`src/rtl/dpll_pkg.sv`:
```
package dpll_pkg;

    // Kind of correction applied to the bit-phase counter in one cycle
    typedef enum logic [1:0] {
        CORR_NONE,
        CORR_SMALL,
        CORR_LARGE
    } corr_e;

    // Direction of a correction
    typedef enum logic {
        DIR_ADVANCE,
        DIR_RETARD
    } dir_e;

    // Half of the bit the counter is in; drives the recovered clock
    typedef enum logic {
        PH_HIGH,
        PH_LOW
    } half_e;

endpackage

```
`src/rtl/dpll_edge_sync.sv`:
```
module dpll_edge_sync #(
    parameter int STAGES = 2
) (
    input  logic clk_i,
    input  logic rst_ni,
    input  logic din_i,
    output logic dout_o,
    output logic edge_o
);

    // chain_q[STAGES-1] is the synchronized bit, chain_q[STAGES] its delayed copy
    logic [STAGES:0] chain_q;

    always_ff @(posedge clk_i or negedge rst_ni) begin
        if (!rst_ni) begin
            chain_q <= '0;
        end else begin
            chain_q <= {chain_q[STAGES-1:0], din_i};
        end
    end

    assign dout_o = chain_q[STAGES-1];
    assign edge_o = chain_q[STAGES-1] ^ chain_q[STAGES];

endmodule

```
`src/rtl/dpll_phase_det.sv`:
```
module dpll_phase_det
    import dpll_pkg::*;
#(
    parameter  int CNT_PER_BIT = 3072,
    parameter  int LOCK_WIN    = 192,
    parameter  int LARGE_SHIFT = 3,
    parameter  int SMALL_QUICK = 6,
    parameter  int SMALL_SLOW  = 2,
    localparam int CW          = $clog2(CNT_PER_BIT)
) (
    input  logic [CW-1:0] cnt_i,
    input  logic          edge_i,
    input  logic          fast_i,
    input  logic          slow_i,
    output corr_e         kind_o,
    output dir_e          dir_o,
    output logic [CW-1:0] mag_o,
    output logic [CW-1:0] step_o
);

    localparam int HALF = CNT_PER_BIT / 2;

    logic          late;
    logic          large_sel;
    logic [CW-1:0] mag;
    logic [CW-1:0] small_step;
    logic [CW-1:0] raw_step;
    logic [CW-1:0] step;

    always_comb begin
        // Ideal transition sits at the counter wrap; fold into a distance
        late       = (cnt_i < CW'(HALF));
        mag        = late ? cnt_i : (CW'(CNT_PER_BIT) - cnt_i);
        small_step = slow_i ? CW'(SMALL_SLOW) : CW'(SMALL_QUICK);
        large_sel  = fast_i && (mag > CW'(LOCK_WIN));
        raw_step   = large_sel ? (mag >> LARGE_SHIFT) : small_step;
        // Never step past the ideal point
        step       = (raw_step > mag) ? mag : raw_step;

        dir_o = late ? DIR_RETARD : DIR_ADVANCE;
        if (!edge_i || (step == '0)) begin
            kind_o = CORR_NONE;
        end else if (large_sel) begin
            kind_o = CORR_LARGE;
        end else begin
            kind_o = CORR_SMALL;
        end
        step_o = (kind_o == CORR_NONE) ? '0 : step;
        mag_o  = mag;
    end

endmodule

```
`src/rtl/dpll_bit_ctr.sv`:
```
module dpll_bit_ctr
    import dpll_pkg::*;
#(
    parameter  int CNT_PER_BIT = 3072,
    localparam int CW          = $clog2(CNT_PER_BIT)
) (
    input  logic          clk_i,
    input  logic          rst_ni,
    input  corr_e         kind_i,
    input  dir_e          dir_i,
    input  logic [CW-1:0] step_i,
    output logic [CW-1:0] cnt_o,
    output logic [CW-1:0] cnt_nxt_o
);

    localparam logic [CW:0] WRAP = (CW+1)'(CNT_PER_BIT);

    logic [CW-1:0] cnt_q;
    logic [CW:0]   base;
    logic [CW:0]   sum;

    always_comb begin
        base = {1'b0, cnt_q} + 1'b1;
        case (kind_i)
            CORR_SMALL, CORR_LARGE: begin
                if (dir_i == DIR_ADVANCE) begin
                    sum = base + {1'b0, step_i};
                end else begin
                    sum = base - {1'b0, step_i};
                end
            end
            default: sum = base;
        endcase
        cnt_nxt_o = (sum >= WRAP) ? CW'(sum - WRAP) : CW'(sum);
    end

    always_ff @(posedge clk_i or negedge rst_ni) begin
        if (!rst_ni) begin
            cnt_q <= '0;
        end else begin
            cnt_q <= cnt_nxt_o;
        end
    end

    assign cnt_o = cnt_q;

endmodule

```
`src/rtl/bit_timing_dpll.sv`:
```
module bit_timing_dpll
    import dpll_pkg::*;
#(
    parameter int CNT_PER_BIT = 3072,
    parameter int SYNC_STAGES = 2,
    parameter int LARGE_SHIFT = 3,
    parameter int SMALL_QUICK = 6,
    parameter int SMALL_SLOW  = 2
) (
    input  logic clk_i,
    input  logic rst_ni,
    input  logic rx_bit_i,
    input  logic fast_corr_i,
    input  logic slow_lock_i,
    output logic rt_o,
    output logic rd_o
);

    localparam int CW       = $clog2(CNT_PER_BIT);
    localparam int HALF     = CNT_PER_BIT / 2;
    localparam int LOCK_WIN = CNT_PER_BIT / 16;   // 22.5 of 360 degrees

    logic          data_s;
    logic          edge_s;
    corr_e         corr_kind;
    dir_e          corr_dir;
    logic [CW-1:0] err_mag;
    logic [CW-1:0] corr_step;
    logic [CW-1:0] cnt_q;
    logic [CW-1:0] cnt_nxt;
    half_e         half_q;
    half_e         half_nxt;
    logic          take_sample;
    logic          rd_q;

    dpll_edge_sync #(
        .STAGES (SYNC_STAGES)
    ) u_sync (
        .clk_i  (clk_i),
        .rst_ni (rst_ni),
        .din_i  (rx_bit_i),
        .dout_o (data_s),
        .edge_o (edge_s)
    );

    dpll_phase_det #(
        .CNT_PER_BIT (CNT_PER_BIT),
        .LOCK_WIN    (LOCK_WIN),
        .LARGE_SHIFT (LARGE_SHIFT),
        .SMALL_QUICK (SMALL_QUICK),
        .SMALL_SLOW  (SMALL_SLOW)
    ) u_det (
        .cnt_i  (cnt_q),
        .edge_i (edge_s),
        .fast_i (fast_corr_i),
        .slow_i (slow_lock_i),
        .kind_o (corr_kind),
        .dir_o  (corr_dir),
        .mag_o  (err_mag),
        .step_o (corr_step)
    );

    dpll_bit_ctr #(
        .CNT_PER_BIT (CNT_PER_BIT)
    ) u_ctr (
        .clk_i     (clk_i),
        .rst_ni    (rst_ni),
        .kind_i    (corr_kind),
        .dir_i     (corr_dir),
        .step_i    (corr_step),
        .cnt_o     (cnt_q),
        .cnt_nxt_o (cnt_nxt)
    );

    // Next-state logic for the bit-half state machine
    always_comb begin
        half_nxt    = half_q;
        take_sample = 1'b0;
        unique case (half_q)
            PH_HIGH: begin
                if (cnt_nxt >= CW'(HALF)) begin
                    half_nxt    = PH_LOW;
                    take_sample = 1'b1;
                end
            end
            PH_LOW: begin
                if (cnt_nxt < CW'(HALF)) begin
                    half_nxt = PH_HIGH;
                end
            end
        endcase
    end

    // State register and mid-bit data capture
    always_ff @(posedge clk_i or negedge rst_ni) begin
        if (!rst_ni) begin
            half_q <= PH_HIGH;
            rd_q   <= 1'b0;
        end else begin
            half_q <= half_nxt;
            if (take_sample) begin
                rd_q <= data_s;
            end
        end
    end

    // Outputs
    always_comb begin
        rt_o = (half_q == PH_HIGH);
        rd_o = rd_q;
    end

endmodule

```
`config.mk`:
```
export PLATFORM = sky130hd
export DESIGN_NAME = bit_timing_dpll
export DESIGN_NICKNAME = d
export VERILOG_FILES = /design/src/rtl/dpll_pkg.sv /design/src/rtl/dpll_edge_sync.sv /design/src/rtl/dpll_phase_det.sv /design/src/rtl/dpll_bit_ctr.sv /design/src/rtl/bit_timing_dpll.sv
export SDC_FILE = /design/constraint.sdc
export NUM_CORES = 1
export LEC_CHECK = 0
export BUFFER_PORTS_ARGS = -buffer_cell sky130_fd_sc_hd__buf_2
export CAP_MARGIN = 0
export CORE_ASPECT_RATIO = 0.5
export CORE_MARGIN = 3
export CORE_UTILIZATION = 43
export DETAILED_ROUTE_END_ITERATION = 8
export PLACE_DENSITY = 0.59
export SLEW_MARGIN = 40
export SYNTH_ARGS = -nofsm -noshare
export SYNTH_HDL_FRONTEND = slang
export SYNTH_SLANG_ARGS = --single-unit
export TNS_END_PERCENT = 50
```
`constraint.sdc`:
```
create_clock -name clk_i -period 7.8 [get_ports clk_i]
set_input_delay 0.39 -clock clk_i [delete_from_list [all_inputs] [get_ports clk_i]]
set_output_delay 0.39 -clock clk_i [all_outputs]
set_load 0.005 [all_outputs]
```
==> Yosys cells after proc, flatten, opt, wreduce, memory -nomap -nowiden <==
Cells that the tools add are included.
{ "totals": {"latch_bits": 0, "ramBits": 0, "romBits": 0, "mem_count": 0, "input_bits": 5, "regBits": 17, "word_cells": 40, "out_inout_bits": 2} }
{ "classes": {"magnitude_cmp": 6, "reduce_logical": 6, "n_div": 0, "addsub": 5, "shifts": 0, "n_eq_ne": 2, "bitwise": 2, "mux": 15, "multipliers": 0} }
{ "ops": {"columns": ["cell", "n"], "rows": [
  ["$mux 12", 5],
  ["$mux 13", 2],
  ["$lt 12x11->1 const B", 2],
  ["$add 12x1->13 const B", 1],
  ["$add 13x12->13", 1],
  ["$ge 13x12->1 const B", 1],
  ["$sub 13x12->13", 1],
  ["$ge 12x11->1 const B", 1],
  ["$gt 12x12->1", 1],
  ["$gt 12x8->1 const B", 1],
  ["$logic_not 12->1", 1],
  ["$sub 12x12->12 const A", 1],
  ["$sub 12x12->12 const B", 1],
  ["$mux 1", 4],
  ["$mux 2", 2],
  ["$mux 3", 1],
  ["$eq 2x1->1 const B", 1],
  ["$eq 2x2->1 const B", 1],
  ["$logic_not 2->1", 1],
  ["$pmux 1 s2", 1],
  ["$reduce_or 2->1", 1],
  ["$logic_and 1x1->1", 1],
  ["$logic_not 1->1", 1],
  ["$logic_or 1x1->1", 1],
  ["other kinds (2)", 2]
]} }

==> Depth between registers and ports, before layout <==
{ "logic_depth": {"word_depth": 20, "depth_mapped": 40, "depth_no_buf": 37} }

==> Cells and area by module <==
Synthesis repeated with hierarchy kept, for this count alone.
{ "hier_totals": {"cells_unflattened": 368, "hier_area_um2": 2910.3} }
{ "by_module_without_submodules": {"columns": ["module", "n_inst", "cells_per_inst", "seq_area_each_um2", "area_each_um2"], "rows": [
  ["dpll_bit_ctr", 1, 190, 300.3, 1566.5],
  ["dpll_phase_det", 1, 166, 0.0, 1168.6],
  ["bit_timing_dpll", 1, 8, 50.0, 91.3],
  ["dpll_edge_sync", 1, 4, 75.1, 83.8]
]} }

==> Least setup slack after synthesis <==
Ideal clock, no wire load.
{ "synth_timing": {"path_kind": "reg-to-reg", "startpoint": "register u_ctr.cnt_q[0], in the netlist u_ctr.cnt_o[0]", "endpoint": "register rd_q, in the netlist rd_o", "stages_incl_launch_ff": 40, "setup_ps": 125, "required_time_ps": 7675, "t_arrival_ps": 8212, "path_buffers": 3, "path_slack_ps": -537, "period_less_slack_ps": 8337, "path_cell_list": "dfrtp_1 > inv_1 > ha_1 > nor4b_4 > and4_1 > o221ai_2 > a311oi_1 > nand2b_1 > buf_6 > mux2_1 > inv_1 > ha_1 > o21ai_0 > a21oi_1 > o41ai_1 > nor4_4 > buf_2 > o311a_1 > [... 4 more ...] > clkbuf_1 > a211oi_1 > inv_1 > ha_1 > nand2_1 > o21ai_0 > fa_1 > a21o_1 > a21oi_1 > nor2b_1 > o21a_1 > o311a_1 > or4_1 > a31oi_1 > nor2b_1 > o2111ai_1 > nand3_1 > mux2_4"} }
{ "synth_between": {"elab_chain_len": 20, "elab_cells_between_ends": 29, "classes_between": "5 x add/sub; 5 x order compare; 2 x eq/ne; 12 x mux; 5 x reduce/logical"} }
{ "synth_lines": {"columns": ["item", "line_no", "text"], "rows": [
  ["from (decl)", "dpll_bit_ctr.sv:18", "logic [CW-1:0] cnt_q;"],
  ["from (signal assigned)", "dpll_bit_ctr.sv:41", "cnt_q <= cnt_nxt_o;"],
  ["$sub 12x12->12 / $lt 12x11->1 (equally long branches)", "dpll_phase_det.sv:33, dpll_phase_det.sv:32", null],
  ["$mux 12", "dpll_phase_det.sv:33", "mag = late ? cnt_i : (CW'(CNT_PER_BIT) - cnt_i);"],
  ["$gt 12x8->1", "dpll_phase_det.sv:35", "large_sel = fast_i && (mag > CW'(LOCK_WIN));"],
  ["$logic_and 1x1->1", "dpll_phase_det.sv:35", null],
  ["$mux 12", "dpll_phase_det.sv:36", "raw_step = large_sel ? (mag >> LARGE_SHIFT) : small_step;"],
  ["$gt 12x12->1", "dpll_phase_det.sv:38", "step = (raw_step > mag) ? mag : raw_step;"],
  ["$mux 12", "dpll_phase_det.sv:38", null],
  ["$logic_not 12->1", "dpll_phase_det.sv:41", "if (!edge_i || (step == '0)) begin"],
  ["[... 4 more ...]", null, null],
  ["$add 13x12->13 / $sub 13x12->13 (equally long branches)", "dpll_bit_ctr.sv:27, dpll_bit_ctr.sv:29", null],
  ["$mux 13", "dpll_bit_ctr.sv:26", "if (dir_i == DIR_ADVANCE) begin"],
  ["$mux 13 (*)", "dpll_bit_ctr.sv:24", "case (kind_i)"],
  ["$sub 12x12->12 / $ge 13x12->1 (equally long branches)", "dpll_bit_ctr.sv:34", "cnt_nxt_o = (sum >= WRAP) ? CW'(sum - WRAP) : CW'(sum);"],
  ["$mux 12 (*)", "dpll_bit_ctr.sv:34", null],
  ["$ge 12x11->1 (*)", "bit_timing_dpll.sv:81", "if (cnt_nxt >= CW'(HALF)) begin"],
  ["$mux 1 (*)", "bit_timing_dpll.sv:81", null],
  ["$mux 1 (*)", "bit_timing_dpll.sv:79", "unique case (half_q)"],
  ["to (signal assigned)", "bit_timing_dpll.sv:102", "rd_q <= data_s;"],
  ["to (decl)", "bit_timing_dpll.sv:34", "logic rd_q;"]
]} }
Every way passes the cells marked *; elsewhere a longest branch is shown, timed or not.
A chain may end at the register's enable or synchronous reset.

==> Worst setup path after layout <==
{ "layout_timing": {"startpoint": "register u_ctr.cnt_q[1], in the netlist u_ctr.cnt_o[1]", "endpoint": "register rd_q, in the netlist rd_o"} }
Same word-level chain as after synthesis.

==> results.json <==
{
  "period_minus_slack_ps": 7626,
  "synthToLayoutAreaGrowth_pct": 36.05,
  "vias": 2661,
  "synth_edf_count": 0,
  "fin_cells": 457,
  "drive_above_1_share_pct": 37.50,
  "fmax_ghz": 0.1311,
  "rsz0062_at_grt": "true",
  "ys_seq_elements": 17,
  "antenna_left": 0,
  "clock_skew_ps": 3.778,
  "placed_area_sq_um": 3042,
  "synth_area_per_cell_sq_um": 7.908,
  "synth_area_leaders": "dfrtp_1, ha_1, xnor2_1",
  "drc": 0,
  "period_share_pct": 97.77,
  "antenna_found_initial": 0,
  "yosysSeqAreaShare_pct": 16.11,
  "status": "completed",
  "nNetsFinal": 416,
  "ys_top_cells_by_count": "nor2_1, nand2_1, ha_1, a21oi_1, xnor2_1",
  "routed_wirelength_mm": 7.759,
  "max-clock-path-buffers": 2,
  "maxSlewViolCount": 0,
  "stdcell_area_sq_um": 3593,
  "yosys_warnings": 0,
  "drt_iter0_drc": 243,
  "rrSetupSlack_ps": 170,
  "r2r_start": "u_ctr.cnt_o[1]",
  "cts_tree": "done",
  "worst_slew_pin_slew_ps": 659.7,
  "synthArstFlopShare_pct": 100.0,
  "r2r-end": "rd_o",
  "place_inst": 437,
  "max_cap_viol_count": 0,
  "cts_buffers": 3,
  "cp.arrival_ps": 7750,
  "worstSetupPathType": "flip-flop to flip-flop",
  "grt_usage_pct": 22.05,
  "cts_sinks": 17,
  "path_max_fanout": 6,
  "io_buffer_count": 6,
  "worstPathRequired_ps": 7930,
  "die_w_um": 116.8,
  "cp_slowest_cell": "or4_4",
  "diodes": 0,
  "setup_violations": 0,
  "hold_viol": 0,
  "dr.pass1.iters": 5,
  "slowest_delay_ps": 530,
  "startpoint_type": "flip-flop",
  "vias_per_cell": 5.823,
  "syn_inst": 334,
  "syn-num-nets": 365,
  "htreeDepth": 1,
  "synth_cell_type_count": 63,
  "wl_per_cell_um": 16.98,
  "path_clk_slew_ps": 50,
  "first_global_vias": 2580,
  "min-delay-path-class": "primary input to asynchronous set/reset pin",
  "floorplan.initialDensity_pct": 46.29,
  "clock_latency_ps": 240,
  "die_area_sq_um": 7176,
  "reg2reg_depth": 38,
  "die_h_um": 61.42,
  "synth_top_area_share_pct": 16.11,
  "rows": 19,
  "grt_max_degree": 25,
  "yosysTopAreaCell": "dfrtp_1",
  "syn_area_sq_um": 2641,
  "grt_pass1_wl_mm": 12.45,
  "ys.flop_type": "dfrtp_1",
  "worst_setup_path_end_kind": "flip-flop",
  "grt_overflow": 0,
  "cts-root-buf": "clkbuf_16",
  "synthMostInstantiatedCell": "nor2_1",
  "crit_top_cell": "ha_4",
  "maxSlewHeadroom_pct": 55.55,
  "place.gp.congestion": 0.8532,
  "pin_count": 7,
  "dp_hpwl_mm": 5.817,
  "core_sq_um": 5705
}
[stage by stage]
stage / setup TNS (ps) / hold WS, ps / utilization, % / setup slack, ps
6_report: 0 / 72.50 / 62.98 / 174.3
5_1_grt: -263.3 / 103.9 / 62.98 / -215.6
4_1_cts: 0 / 94.21 / 56.01 / 17.89
3_5_place_dp: -257.0 / 338.7 / 53.31 / -234.7
3_3_place_gp: -77.16 / 334.0 / 53.31 / -77.16
2_1_floorplan: 0 / 94.41 / - / 27.19
[worst max-delay path: cells and delay by family, from the launching register on]
kind                     cells  cell delay (ps)
AND/OR/NAND/NOR             15             2750
AO/OA/AOI/OAI               13             2490
adder cells (fa/ha/maj)      4              940
buffers and inverters        5              610
flip-flops                   1              390
multiplexers                 1              310
[cell families after synthesis]
| kind of cell | synth area share [%] |
|---|---|
| AO/OA/AOI/OAI | 22.60 |
| XOR/XNOR | 11.56 |
| adder cells (fa/ha/maj) | 12.60 |
| buffers and inverters | 5.874 |
| flip-flops | 16.11 |
| multiplexers | 4.121 |
| AND/OR/NAND/NOR | 27.14 |
[layer usage]
| layer | share of wire [%] | track usage, % | vias up | wire length, um |
|---|---|---|---|---|
| met4 | 0.52 | 3.105 | 0 | 40 |
| li1 | - | - | 1315 | - |
| met5 | 0 | 0 | - | 0 |
| met2 | 45 | 35.57 | 64 | 3502 |
| met3 | 4.7 | 1.865 | 4 | 361 |
| met1 | 50 | 33.19 | 1278 | 3854 |
[sequential cells by signal (all words and copies together) (netlist names)]
| register | flops |
|---|---|
| u_sync.chain_q | 3 |
| half_q | 1 |
| u_ctr.cnt_o | 12 |
| rd_o | 1 |
[layout make-up]
| cell class | instances | area [sq um] |
|---|---|---|
| Tap cell | 73 | 91.34 |
| Fill cell | 494 | 2112 |
| Timing Repair Buffer | 60 | 442.9 |
| Sequential cell | 17 | 426.7 |
| Inverter | 20 | 80.08 |
| Multi-Input combinational cell | 283 | 2474 |
| Clock buffer | 4 | 78.83 |
[how the worst max path moves through the flow]
stage	from	to	slack, ps	depth (start not counted)
global route	u_ctr.cnt_o[0]	rd_o	-220	39
CTS	u_ctr.cnt_o[0]	rd_o	20	38
detailed placement	u_ctr.cnt_o[0]	rd_o	-230	37
global placement	u_ctr.cnt_o[0]	rd_o	-80	37
finish	u_ctr.cnt_o[1]	rd_o	170	38
floorplan	u_ctr.cnt_o[0]	rd_o	30	39
[repair_timing]
action | in CTS | in global routing
buffers inserted | 7 | 9
setup endpoints to repair | 2 | 4
pin swaps | 14 | 31
hold buffers | 0 | 0
resized for setup | 5 | 59
[placed cells by master, fill, tap and decap left out, types with 3 or more instances in the layout]
| cell type | n |
|---|---|
| nand2_1 | 23 |
| or3_1 | 7 |
| a31oi_1 | 5 |
| buf_2 | 6 |
| nand4_1 | 4 |
| nand3_1 | 10 |
| nor3_1 | 4 |
| mux2_4 | 4 |
| mux2i_1 | 3 |
| xnor2_2 | 6 |
| a41oi_1 | 4 |
| a21oi_1 | 20 |
| a21oi_2 | 5 |
| a21o_1 | 5 |
| nor2b_1 | 6 |
| nand2b_1 | 4 |
| and2_1 | 3 |
| ha_4 | 9 |
| inv_1 | 14 |
| and3_1 | 9 |
| xnor2_1 | 15 |
| ha_1 | 16 |
| buf_4 | 52 |
| dfrtp_1 | 16 |
| nor2_1 | 27 |
| xor2_1 | 12 |
| o21a_1 | 4 |
| o21ai_0 | 9 |
| inv_2 | 4 |
| clkbuf_16 | 3 |
Power is not shown: default switching activity piles up to over one toggle a cycle in this logic, so the estimate is an artifact.
